## src/rtl/dfs_pkg.sv

```systemverilog
package dfs_pkg;
   typedef enum logic {
      RATE_SLOW = 1'b0,
      RATE_FAST = 1'b1
   } rate_e;

   function automatic int imax(input int a, input int b);
      return (a > b) ? a : b;
   endfunction
endpackage

```

## src/rtl/dfs_tri_profile.sv

```systemverilog
module dfs_tri_profile #(
   parameter int N   = 25,
   parameter int AMP = 32,
   parameter int KW  = 6,
   parameter int DW  = 10
) (
   input  logic [KW-1:0]        idx,
   output logic signed [DW-1:0] dev
);
   if (N < 4) begin : g_bad_n
      $error("dfs_tri_profile: sweep length must be at least 4");
   end

   always_comb begin
      int i4, t, mag;
      i4 = 4 * int'(idx);
      if (i4 <= N)          t = i4;
      else if (i4 <= 3 * N) t = 2 * N - i4;
      else                  t = i4 - 4 * N;
      mag = ((t < 0) ? -t : t) * AMP / N;
      dev = (t < 0) ? -DW'(mag) : DW'(mag);
   end
endmodule

```

## src/rtl/dfs_period_ctr.sv

```systemverilog
module dfs_period_ctr #(
   parameter int LW     = 9,
   parameter int FRAC_W = 4,
   parameter int PER_W  = 5
) (
   input  logic              clk,
   input  logic              rst_n,
   input  logic [LW-1:0]     len_fx,
   input  logic              keep_frac,
   output logic              start,
   output logic              tick,
   output logic [PER_W-1:0]  period_clks
);
   localparam int WHOLE_W = LW - FRAC_W;

   if (PER_W < WHOLE_W) begin : g_bad_w
      $error("dfs_period_ctr: PER_W too narrow for the longest period");
   end

   logic [PER_W-1:0]   rem_q;
   logic [FRAC_W-1:0]  acc_q;
   logic [LW-1:0]      sum;
   logic [WHOLE_W-1:0] whole;

   assign start = (rem_q <= PER_W'(1));
   assign sum   = LW'(acc_q) + len_fx;
   assign whole = sum[LW-1:FRAC_W];

   always_ff @(posedge clk or negedge rst_n) begin
      if (!rst_n) begin
         rem_q       <= '0;
         acc_q       <= '0;
         tick        <= 1'b0;
         period_clks <= '0;
      end else if (start) begin
         rem_q       <= PER_W'(whole);
         acc_q       <= keep_frac ? sum[FRAC_W-1:0] : '0;
         tick        <= 1'b1;
         period_clks <= PER_W'(whole);
      end else begin
         rem_q <= rem_q - PER_W'(1);
         tick  <= 1'b0;
      end
   end

   a_r2_single_pulse: assert property (@(posedge clk) disable iff (!rst_n)
      tick |=> !tick);
   a_r2_start_spacing: assert property (@(posedge clk) disable iff (!rst_n)
      (tick && period_clks > PER_W'(1)) |-> !start);
endmodule

```

## src/rtl/dfs_dither_clk.sv

```systemverilog
module dfs_dither_clk
   import dfs_pkg::*;
#(
   parameter int DIV_SLOW  = 16,
   parameter int DIV_FAST  = 8,
   parameter int CYC_SLOW  = 25,
   parameter int CYC_FAST  = 50,
   parameter int FRAC_W    = 4,
   parameter int DEV_SHIFT = 3,
   parameter int PER_W     = 5
) (
   input  logic             clk,
   input  logic             rst_n,
   input  logic             fast_sel,
   input  logic             dith_en,
   input  logic             hop_en,
   output logic             tick,
   output logic [PER_W-1:0] period_clks
);
   localparam int DIV_MAX = imax(DIV_SLOW, DIV_FAST);
   localparam int CYC_MAX = imax(CYC_SLOW, CYC_FAST);
   localparam int LW      = $clog2(DIV_MAX << (FRAC_W + 1));
   localparam int DW      = LW + 1;
   localparam int KW      = $clog2(CYC_MAX);
   localparam int SLOW_LO = DIV_SLOW - (DIV_SLOW >> DEV_SHIFT);
   localparam int SLOW_HI = DIV_SLOW + (DIV_SLOW >> DEV_SHIFT);
   localparam int FAST_LO = DIV_FAST - (DIV_FAST >> DEV_SHIFT);
   localparam int FAST_HI = DIV_FAST + (DIV_FAST >> DEV_SHIFT);

   if (DEV_SHIFT < 1) begin : g_bad_shift
      $error("dfs_dither_clk: deviation must be below half of nominal");
   end
   if ((DIV_SLOW % (1 << DEV_SHIFT)) != 0 || (DIV_FAST % (1 << DEV_SHIFT)) != 0) begin : g_bad_div
      $error("dfs_dither_clk: divides must be multiples of the deviation step");
   end
   if (FAST_LO < 2 || SLOW_LO < 2) begin : g_bad_min
      $error("dfs_dither_clk: shortest period must be at least 2 clocks");
   end
   if (PER_W < LW - FRAC_W) begin : g_bad_per
      $error("dfs_dither_clk: PER_W too narrow");
   end

   rate_e                 sel_act, sel_use;
   logic [KW-1:0]         phase_q, phase_nx, phase_last;
   logic                  start, boundary;
   logic signed [DW-1:0]  dev_set [2];
   logic signed [DW-1:0]  dev_use, base_s, len_s;
   logic [LW-1:0]         len_fx;

   for (genvar g = 0; g < 2; g++) begin : g_prof
      localparam int NPER = (g == 1) ? CYC_FAST : CYC_SLOW;
      localparam int NDIV = (g == 1) ? DIV_FAST : DIV_SLOW;
      dfs_tri_profile #(
         .N  (NPER),
         .AMP((NDIV << FRAC_W) >> DEV_SHIFT),
         .KW (KW),
         .DW (DW)
      ) u_prof (
         .idx(phase_q),
         .dev(dev_set[g])
      );
   end

   always_comb begin
      boundary = (phase_q == '0);
      if (!boundary)   sel_use = sel_act;
      else if (hop_en) sel_use = rate_e'(~sel_act);
      else             sel_use = rate_e'(fast_sel);

      base_s  = (sel_use == RATE_FAST) ? DW'(DIV_FAST << FRAC_W) : DW'(DIV_SLOW << FRAC_W);
      dev_use = dith_en ? dev_set[sel_use] : '0;
      len_s   = base_s + dev_use;
      len_fx  = len_s[LW-1:0];

      phase_last = (sel_use == RATE_FAST) ? KW'(CYC_FAST - 1) : KW'(CYC_SLOW - 1);
      if (!dith_en)                  phase_nx = '0;
      else if (phase_q == phase_last) phase_nx = '0;
      else                           phase_nx = phase_q + KW'(1);
   end

   always_ff @(posedge clk or negedge rst_n) begin
      if (!rst_n) begin
         sel_act <= RATE_SLOW;
         phase_q <= '0;
      end else if (start) begin
         sel_act <= sel_use;
         phase_q <= phase_nx;
      end
   end

   dfs_period_ctr #(
      .LW    (LW),
      .FRAC_W(FRAC_W),
      .PER_W (PER_W)
   ) u_ctr (
      .clk        (clk),
      .rst_n      (rst_n),
      .len_fx     (len_fx),
      .keep_frac  (dith_en),
      .start      (start),
      .tick       (tick),
      .period_clks(period_clks)
   );

   a_r3_nominal_len: assert property (@(posedge clk) disable iff (!rst_n)
      (start && !dith_en) |=> period_clks ==
         ((sel_act == RATE_FAST) ? PER_W'(DIV_FAST) : PER_W'(DIV_SLOW)));
   a_r4_slow_bounds: assert property (@(posedge clk) disable iff (!rst_n)
      (tick && sel_act == RATE_SLOW) |->
         (period_clks >= PER_W'(SLOW_LO) && period_clks <= PER_W'(SLOW_HI)));
   a_r4_fast_bounds: assert property (@(posedge clk) disable iff (!rst_n)
      (tick && sel_act == RATE_FAST) |->
         (period_clks >= PER_W'(FAST_LO) && period_clks <= PER_W'(FAST_HI)));
   a_r7_rate_hold: assert property (@(posedge clk) disable iff (!rst_n)
      (phase_q != '0) |=> sel_act == $past(sel_act));
   a_r9_phase_clear: assert property (@(posedge clk) disable iff (!rst_n)
      (start && !dith_en) |=> phase_q == '0);
endmodule

```

## config.mk

```make
export PLATFORM = sky130hd
export DESIGN_NAME = dfs_dither_clk
export DESIGN_NICKNAME = d
export VERILOG_FILES = /design/src/rtl/dfs_pkg.sv /design/src/rtl/dfs_tri_profile.sv /design/src/rtl/dfs_period_ctr.sv /design/src/rtl/dfs_dither_clk.sv
export SDC_FILE = /design/constraint.sdc
export NUM_CORES = 1
export LEC_CHECK = 0
export ABC_AREA = 1
export BUFFER_PORTS_ARGS = -buffer_cell sky130_fd_sc_hd__clkbuf_2
export CAP_MARGIN = 20
export CORE_ASPECT_RATIO = 1.5
export CORE_MARGIN = 10
export CORE_UTILIZATION = 40
export DETAILED_ROUTE_END_ITERATION = 6
export GPL_TIMING_DRIVEN = 1
export HOLD_SLACK_MARGIN = 0.02
export PLACE_DENSITY = 0.68
export SLEW_MARGIN = 20
export SYNTH_ARGS = -nofsm -noshare
export SYNTH_HDL_FRONTEND = slang
export SYNTH_SLANG_ARGS = --single-unit
```

## constraint.sdc

```tcl
create_clock -name clk -period 8.25 [get_ports clk]
set_input_delay 1.65 -clock clk [delete_from_list [all_inputs] [get_ports clk]]
set_output_delay 1.65 -clock clk [all_outputs]
set_load 0.05 [all_outputs]
```

# Word level (Yosys, flattened, before mapping)
# Index checks and enable logic that the tools add are counted.
[word_totals] regBits=22 input_bits=5 out_inout_bits=6 word_cells=53
[op_classes] addsub=12 div=2 order_cmp=8 eq_ne=1 mux=21 bitwise=2 n_reduce_logical=1
[op_table] op="2-to-1 mux 32 bit" count=4
[op_table] op="less-than comparator 32 x 1 -> 1 bit (second input constant)" count=2
[op_table] op="2-to-1 mux 9 bit" count=7
[op_table] op="divider 32 x 6 -> 32 bit (second input constant)" count=1
[op_table] op="divider 32 x 7 -> 32 bit (second input constant)" count=1
[op_table] op="2-to-1 mux 28 bit" count=1
[op_table] op="negator 28 bit" count=1
[op_table] op="2-to-1 mux 27 bit" count=1
[op_table] op="negator 27 bit" count=1
[op_table] op="2-to-1 mux 6 bit" count=3
[op_table] op="negator 9 bit" count=2
[op_table] op="adder 4 x 9 -> 9 bit" count=1
[op_table] op="adder 9 bit" count=1
[op_table] op="subtractor 6 x 8 -> 9 bit (first input constant)" count=1
[op_table] op="subtractor 7 x 8 -> 9 bit (first input constant)" count=1
[op_table] op="subtractor 8 x 7 -> 9 bit (second input constant)" count=1
[op_table] op="subtractor 8 x 8 -> 9 bit (second input constant)" count=1
[op_table] op="<= comparator 8 x 5 -> 1 bit (second input constant)" count=1
[op_table] op="<= comparator 8 x 6 -> 1 bit (second input constant)" count=1
[op_table] op="<= comparator 8 x 7 -> 1 bit (second input constant)" count=1
[op_table] op="<= comparator 8 bit (second input constant)" count=1
[op_table] op="adder 6 x 1 -> 6 bit (second input constant)" count=1
[op_table] op="== test 6 bit" count=1
[op_table] op="logical NOT 6 bit" count=1
[op_table] op="8 further kinds" count=10

# Longest topological paths before layout
[depth] ltp_word=15 depth_mapped=78 depth_no_buf=77

# Modules after synthesis
# A second synthesis with hierarchy kept.
[unflattened] cells_unflattened=1060 area_unflattened_um2=6169.7
[modules_own_cells] mod="dfs_tri_profile (g_prof[0].u_prof)" n_inst=1 cells_per_inst=427 area_each_um2=2414.8 seq_area_each_um2=0.0
[modules_own_cells] mod="dfs_tri_profile (g_prof[1].u_prof)" n_inst=1 cells_per_inst=398 area_each_um2=2077.0 seq_area_each_um2=0.0
[modules_own_cells] mod="dfs_period_ctr" n_inst=1 cells_per_inst=121 area_each_um2=954.7 seq_area_each_um2=375.4
[modules_own_cells] mod="dfs_dither_clk" n_inst=1 cells_per_inst=114 area_each_um2=723.2 seq_area_each_um2=175.2

# Worst setup path after synthesis
# No wires, ideal clock.
[synth_path] path_kind="flip-flop to flip-flop" from="register phase_q[1]" to="register u_ctr.period_clks[3]" setup_time_ns=0.118 arrival_time_ns=8.764 required_ns=8.132 setup_slack_ns=-0.632 stages_incl_launch_ff=71 path_buffers=1 synth_period_minus_slack_ns=8.882 path_cell_list="dfrtp_1 -> ha_1 -> nor2_1 -> nand2_1 -> nand2_4 -> nand2_2 -> ha_1 -> inv_1 -> o21a_2 -> nand4_1 -> nand3_2 -> nand2_4 -> nand2_2 -> nand2_1 -> inv_1 -> ha_1 -> inv_1 -> nand4_1 -> [35 not listed] -> nand2_1 -> and2_1 -> ha_1 -> a21oi_1 -> a211oi_1 -> ha_1 -> a21oi_1 -> nor2_1 -> nor2_1 -> nor2_1 -> nor2_1 -> nor2_1 -> inv_1 -> nor2_2 -> nand2_1 -> nand2_1 -> nand3_2 -> nand2_1"
[synth_between] elab_chain_cells=14 word_cells_on_any_way=34 cone_classes="add/sub (10); div (2); order compare (6); mux (14); bitwise (1); reduce/logical (1)"
[synth_lines] item="start, declared" line="dfs_dither_clk.sv:44" source="logic [KW-1:0] phase_q, phase_nx, phase_last;"
[synth_lines] item="start signal, assigned" line="dfs_dither_clk.sv:87" source="phase_q <= phase_nx;"
[synth_lines] item="subtractor 8 x 8 -> 9 bit, or another cell as far along" line="dfs_tri_profile.sv:19" source="else t = i4 - 4 * N;"
[synth_lines] item="2-to-1 mux 32 bit" line="dfs_tri_profile.sv:18" source="else if (i4 <= 3 * N) t = 2 * N - i4;"
[synth_lines] item="2-to-1 mux 32 bit" line="dfs_tri_profile.sv:17" source="if (i4 <= N) t = i4;"
[synth_lines] item="negator 28 bit, or another cell as far along" line="dfs_tri_profile.sv:20" source="mag = ((t < 0) ? -t : t) * AMP / N;"
[synth_lines] item="2-to-1 mux 28 bit / 2-to-1 mux 27 bit (equally long branches)" line="dfs_tri_profile.sv:20"
[synth_lines] item="divider 32 x 7 -> 32 bit / divider 32 x 6 -> 32 bit (equally long branches)" line="dfs_tri_profile.sv:20"
[synth_lines] item="negator 9 bit" line="dfs_tri_profile.sv:21" source="dev = (t < 0) ? -DW'(mag) : DW'(mag);"
[synth_lines] item="2-to-1 mux 9 bit" line="dfs_tri_profile.sv:21"
[synth_lines] item="2-to-1 mux 9 bit (implied by the code) (3 in a row)" line="dfs_dither_clk.sv:71" source="dev_use = dith_en ? dev_set[sel_use] : '0;"
[synth_lines] item="2-to-1 mux 9 bit" line="dfs_dither_clk.sv:71"
[synth_lines] item="adder 9 bit (*)" line="dfs_dither_clk.sv:72" source="len_s = base_s + dev_use;"
[synth_lines] item="adder 4 x 9 -> 9 bit (*)" line="dfs_period_ctr.sv:26" source="assign sum = LW'(acc_q) + len_fx;"
[synth_lines] item="end signal, assigned" line="dfs_period_ctr.sv:39" source="period_clks <= PER_W'(whole);"
[synth_lines] item="end, declared" line="dfs_period_ctr.sv:12" source="output logic [PER_W-1:0] period_clks"
# Every way passes the cells marked *; elsewhere a longest branch is shown, timed or not. The select of a mux whose other input is x is not followed.
# A chain may end at the register's enable or synchronous reset.

# Final worst setup path
[layout_path] from="register phase_q[1]" to="register u_ctr.rem_q[3]"
[layout_between] elab_chain_cells=15 word_cells_on_any_way=35 cone_classes="add/sub (10); div (2); order compare (6); mux (15); bitwise (1); reduce/logical (1)"
[layout_lines] item="subtractor 8 x 8 -> 9 bit, or another cell as far along" line="dfs_tri_profile.sv:19"
[layout_lines] item="2-to-1 mux 32 bit" line="dfs_tri_profile.sv:18"
[layout_lines] item="2-to-1 mux 32 bit" line="dfs_tri_profile.sv:17"
[layout_lines] item="negator 28 bit, or another cell as far along" line="dfs_tri_profile.sv:20"
[layout_lines] item="2-to-1 mux 28 bit / 2-to-1 mux 27 bit (equally long branches)" line="dfs_tri_profile.sv:20"
[layout_lines] item="divider 32 x 7 -> 32 bit / divider 32 x 6 -> 32 bit (equally long branches)" line="dfs_tri_profile.sv:20"
[layout_lines] item="negator 9 bit" line="dfs_tri_profile.sv:21"
[layout_lines] item="2-to-1 mux 9 bit" line="dfs_tri_profile.sv:21"
[layout_lines] item="2-to-1 mux 9 bit (implied by the code) (3 in a row)" line="dfs_dither_clk.sv:71"
[layout_lines] item="2-to-1 mux 9 bit" line="dfs_dither_clk.sv:71"
[layout_lines] item="adder 9 bit (*)" line="dfs_dither_clk.sv:72"
[layout_lines] item="adder 4 x 9 -> 9 bit (*)" line="dfs_period_ctr.sv:26"
[layout_lines] item="2-to-1 mux 5 bit (*)" line="dfs_period_ctr.sv:35" source="end else if (start) begin"
[layout_lines] item="end signal, assigned" line="dfs_period_ctr.sv:36" source="rem_q <= PER_W'(whole);"
[layout_lines] item="end signal, assigned" line="dfs_period_ctr.sv:41" source="rem_q <= rem_q - PER_W'(1);"
[layout_lines] item="end, declared" line="dfs_period_ctr.sv:20" source="logic [PER_W-1:0] rem_q;"
# Marks and branches as above.

==> results.py <==
metrics = {
    "logic_synthesis": {
        "synth.cell_area_um2": 5720,
        "avgSynthCellArea_um2": 6.13,
        "synthCells": 932,
        "ys_ff_latch": 22,
        "ys_seq_area_frac": 0.0963,
        "yosysTopAreaCell": "nand2_1",
        "async_flop_share": 1.00,
        "synthFlopType": "dfrtp_1",
        "synthTopCellsByCount": "284 x nand2_1, 105 x inv_1, 101 x nand3_1",
        "ys_warn_count": 0,
        "synth.most_common_cell": "nand2_1",
        "synth.area.top_cells": "nand2_1 19%, dfrtp_1 9.6%, nand3_1 8.8%",
        "syn-num-nets": 972,
        "ys_types": 60,
        "synth_top_cell_area_share": 0.187,
        "synth_edf_count": 0,
    },
    "sta": {
        "period_share": 0.992,
        "clock_skew_ps": 3.40,
        "relSlewSlack": 0.635,
        "finalWorstSetupSlack_ps": 67.0,
        "setup_violations": 0,
        "tightestPinTransition_ps": 547,
        "period_minus_slack_ps": 8180,
        "finalMaxSlewViolations": 0,
        "fmax_mhz": 122,
        "hold_viol_final": 0,
        "rsz0062_at_grt": "true",
    },
    "setup_path": {
        "slowest_stage": "dfrtp_1",
        "critPathLaunchType": "flip-flop",
        "worstPathArrival_ps": 8380,
        "crit_top_cell": "nand2_4",
        "r2r_slack_ps": 70,
        "max_stage_delay_ps": 430,
        "crit_fanout": 5,
        "end_kind": "flip-flop",
        "r2r_cells": 68,
        "path_class": "flip-flop to flip-flop",
        "crit_required_ps": 8450,
    },
    "drt": {
        "vias_per_cell": 4.99,
        "drt_iter0_markers": 227,
        "drc": 0,
        "wirelength_um": 15600,
        "drt.antenna.violating_nets": 0,
        "vias": 6318,
        "firstDrtPassIters": 4,
        "wl_per_cell_um": 12.3,
    },
    "place": {
        "hpwl_um": 12700,
        "io_buffers": 10,
        "gp_congestion": 0.918,
        "placed_cell_area_um2": 6940,
        "post-place-ws_ps": -223,
    },
    "cells_and_area": {
        "final_util": 0.538,
        "drive_gt1_frac": 0.367,
        "num_antenna_cells": 0,
        "syn2layout_area_growth_pct": 31.8,
        "fin_area_um2": 7530,
        "nNetsFinal": 1116,
        "n_fill_cell": 1333,
    },
    "global_routing": {
        "grt_pass1_wl_um": 26100,
        "antenna_found_initial": 0,
        "grt_max_degree": 23,
        "grt_overflow": 0,
        "grt_util_all_layers": 0.149,
        "first_global_vias": 6237,
    },
    "clock_tree": {
        "clock_latency_ps": 260,
        "clockRootBuffer": "clkbuf_16",
        "cts_max_path_buffers": 2,
        "cts_sinks": 22,
        "cts_hold_buf": 0,
        "htreeDepth": 1,
        "tritoncts": "yes",
        "cts_buffers": 3,
        "clk_pin_slew_worst_paths_ps": 60,
    },
    "floorplan": {
        "row_count": 53,
        "die_h_um": 166,
        "ios": 11,
        "coreArea_um2": 14000,
        "fp.dieW_um": 118,
        "die_area_um2": 19600,
        "start_util": 0.408,
    },
    "pwr": {
        "p_per_area_nw_per_um2": 281,
        "ir_drop_uv": 238,
        "power_leakage_nw": 4.06,
    },
    "min_path": {
        "min_path_type": "flip-flop to flip-flop",
        "min_path_cells": 2,
    },
    "job": {
        "maxCapViolCount": 0,
    },
    "run_status": {
        "status": "completed",
    },
}
==> layer usage <==
layer,vias to the layer above,track usage,wire length (µm)
li1,3304,-,-
met1,2868,0.152,6090
met2,92,0.293,8500
met3,54,0.0109,272
met4,0,0.0723,708
met5,-,0,0
==> worst max-delay path, delay by kind of cell, from the launching register on <==
| kind | cells | cell delay (ps) |
|---|---|---|
| AO/OA/AOI/OAI | 6 | 1020 |
| flip-flops | 1 | 430 |
| adder cells (fa/ha/maj) | 8 | 1820 |
| buffers and inverters | 13 | 980 |
| AND/OR/NAND/NOR | 41 | 3860 |
==> sequential cells by signal, indices dropped and copies added (netlist names) <==
register,count
u_ctr.tick,1
u_ctr.rem_q,5
sel_act,1
u_ctr.period_clks,5
u_ctr.acc_q,4
phase_q,6
==> power breakdown <==
| group | switching, mW | internal [mW] |
|---|---|---|
| Clock | 0.0378 | 0.0963 |
| Combinational | 1.03 | 0.786 |
| Sequential | 0.0259 | 0.146 |
| Total | 1.09 | 1.03 |
==> metrics by stage <==
stage | hold WS, ps | power, mW | instances | setup TNS [ps]
after CTS | 489 | 1.94 | 1249 | 0
after global routing | 514 | 2.32 | 1267 | -5030
final | 486 | 2.12 | 1267 | 0
after floorplan | 465 | 1.28 | 932 | 0
after global placement | 464 | 1.74 | 1236 | -60.1
after detailed placement | 470 | 1.76 | 1236 | -1450
==> cells in the final DEF, fill, tap and decap left out, types with 18 or more instances in the layout <==
cell type / Yosys / final
a21oi_1: 21 / 18
buf_4: 2 / 137
dfrtp_1: 22 / 20
ha_1: 34 / 21
inv_1: 105 / 92
inv_2: 28 / 37
nand2_1: 284 / 266
nand2_2: 41 / 48
nand2_4: 21 / 32
nand3_1: 101 / 89
nand3_2: 17 / 27
nand4_1: 27 / 27
nor2_1: 59 / 53
o21ai_0: 30 / 29
==> cells by family after synthesis <==
logic type,share of synthesized area
DFF,0.0963
buffers and inverters,0.111
AOI/OAI and AO/OA,0.107
adders and majority gates,0.0779
and+or+nand+nor,0.572
xor gates and xnor gates,0.0352
==> what timing repair did <==
action,4_1_cts,5_1_grt
setup endpoints to repair,11,13
pin swaps,20,59
buffers inserted,9,18
resized for setup,20,55
==> worst paths after layout <==
| check | to | startpoint |
|---|---|---|
| setup / recovery | u_ctr.rem_q[3]$_DFF_PN0_ | phase_q[1]$_DFFE_PN0P_ |
| hold / removal | u_ctr.period_clks[0]$_DFFE_PN0P_ | u_ctr.period_clks[0]$_DFFE_PN0P_ |
| setup reg to reg | u_ctr.rem_q[3]$_DFF_PN0_ | phase_q[1]$_DFFE_PN0P_ |
| hold reg to reg | u_ctr.period_clks[0]$_DFFE_PN0P_ | u_ctr.period_clks[0]$_DFFE_PN0P_ |
| max in group asynchronous | phase_q[5]$_DFFE_PN0P_ | rst_n |
| min in group asynchronous | u_ctr.period_clks[0]$_DFFE_PN0P_ | rst_n |
==> layout make-up <==
class | count | area [µm²] | area share
multi-input combinational | 758 | 4950 | 0.657
timing repair buffer | 152 | 1130 | 0.151
sequential | 22 | 553 | 0.0734
inverter | 139 | 552 | 0.0733
tap | 192 | 240 | 0.0319
clock buffer | 3 | 75.1 | 0.00997
clock inverter | 1 | 30.0 | 0.00399
Note: power is estimated with default switching activity, not from simulation.
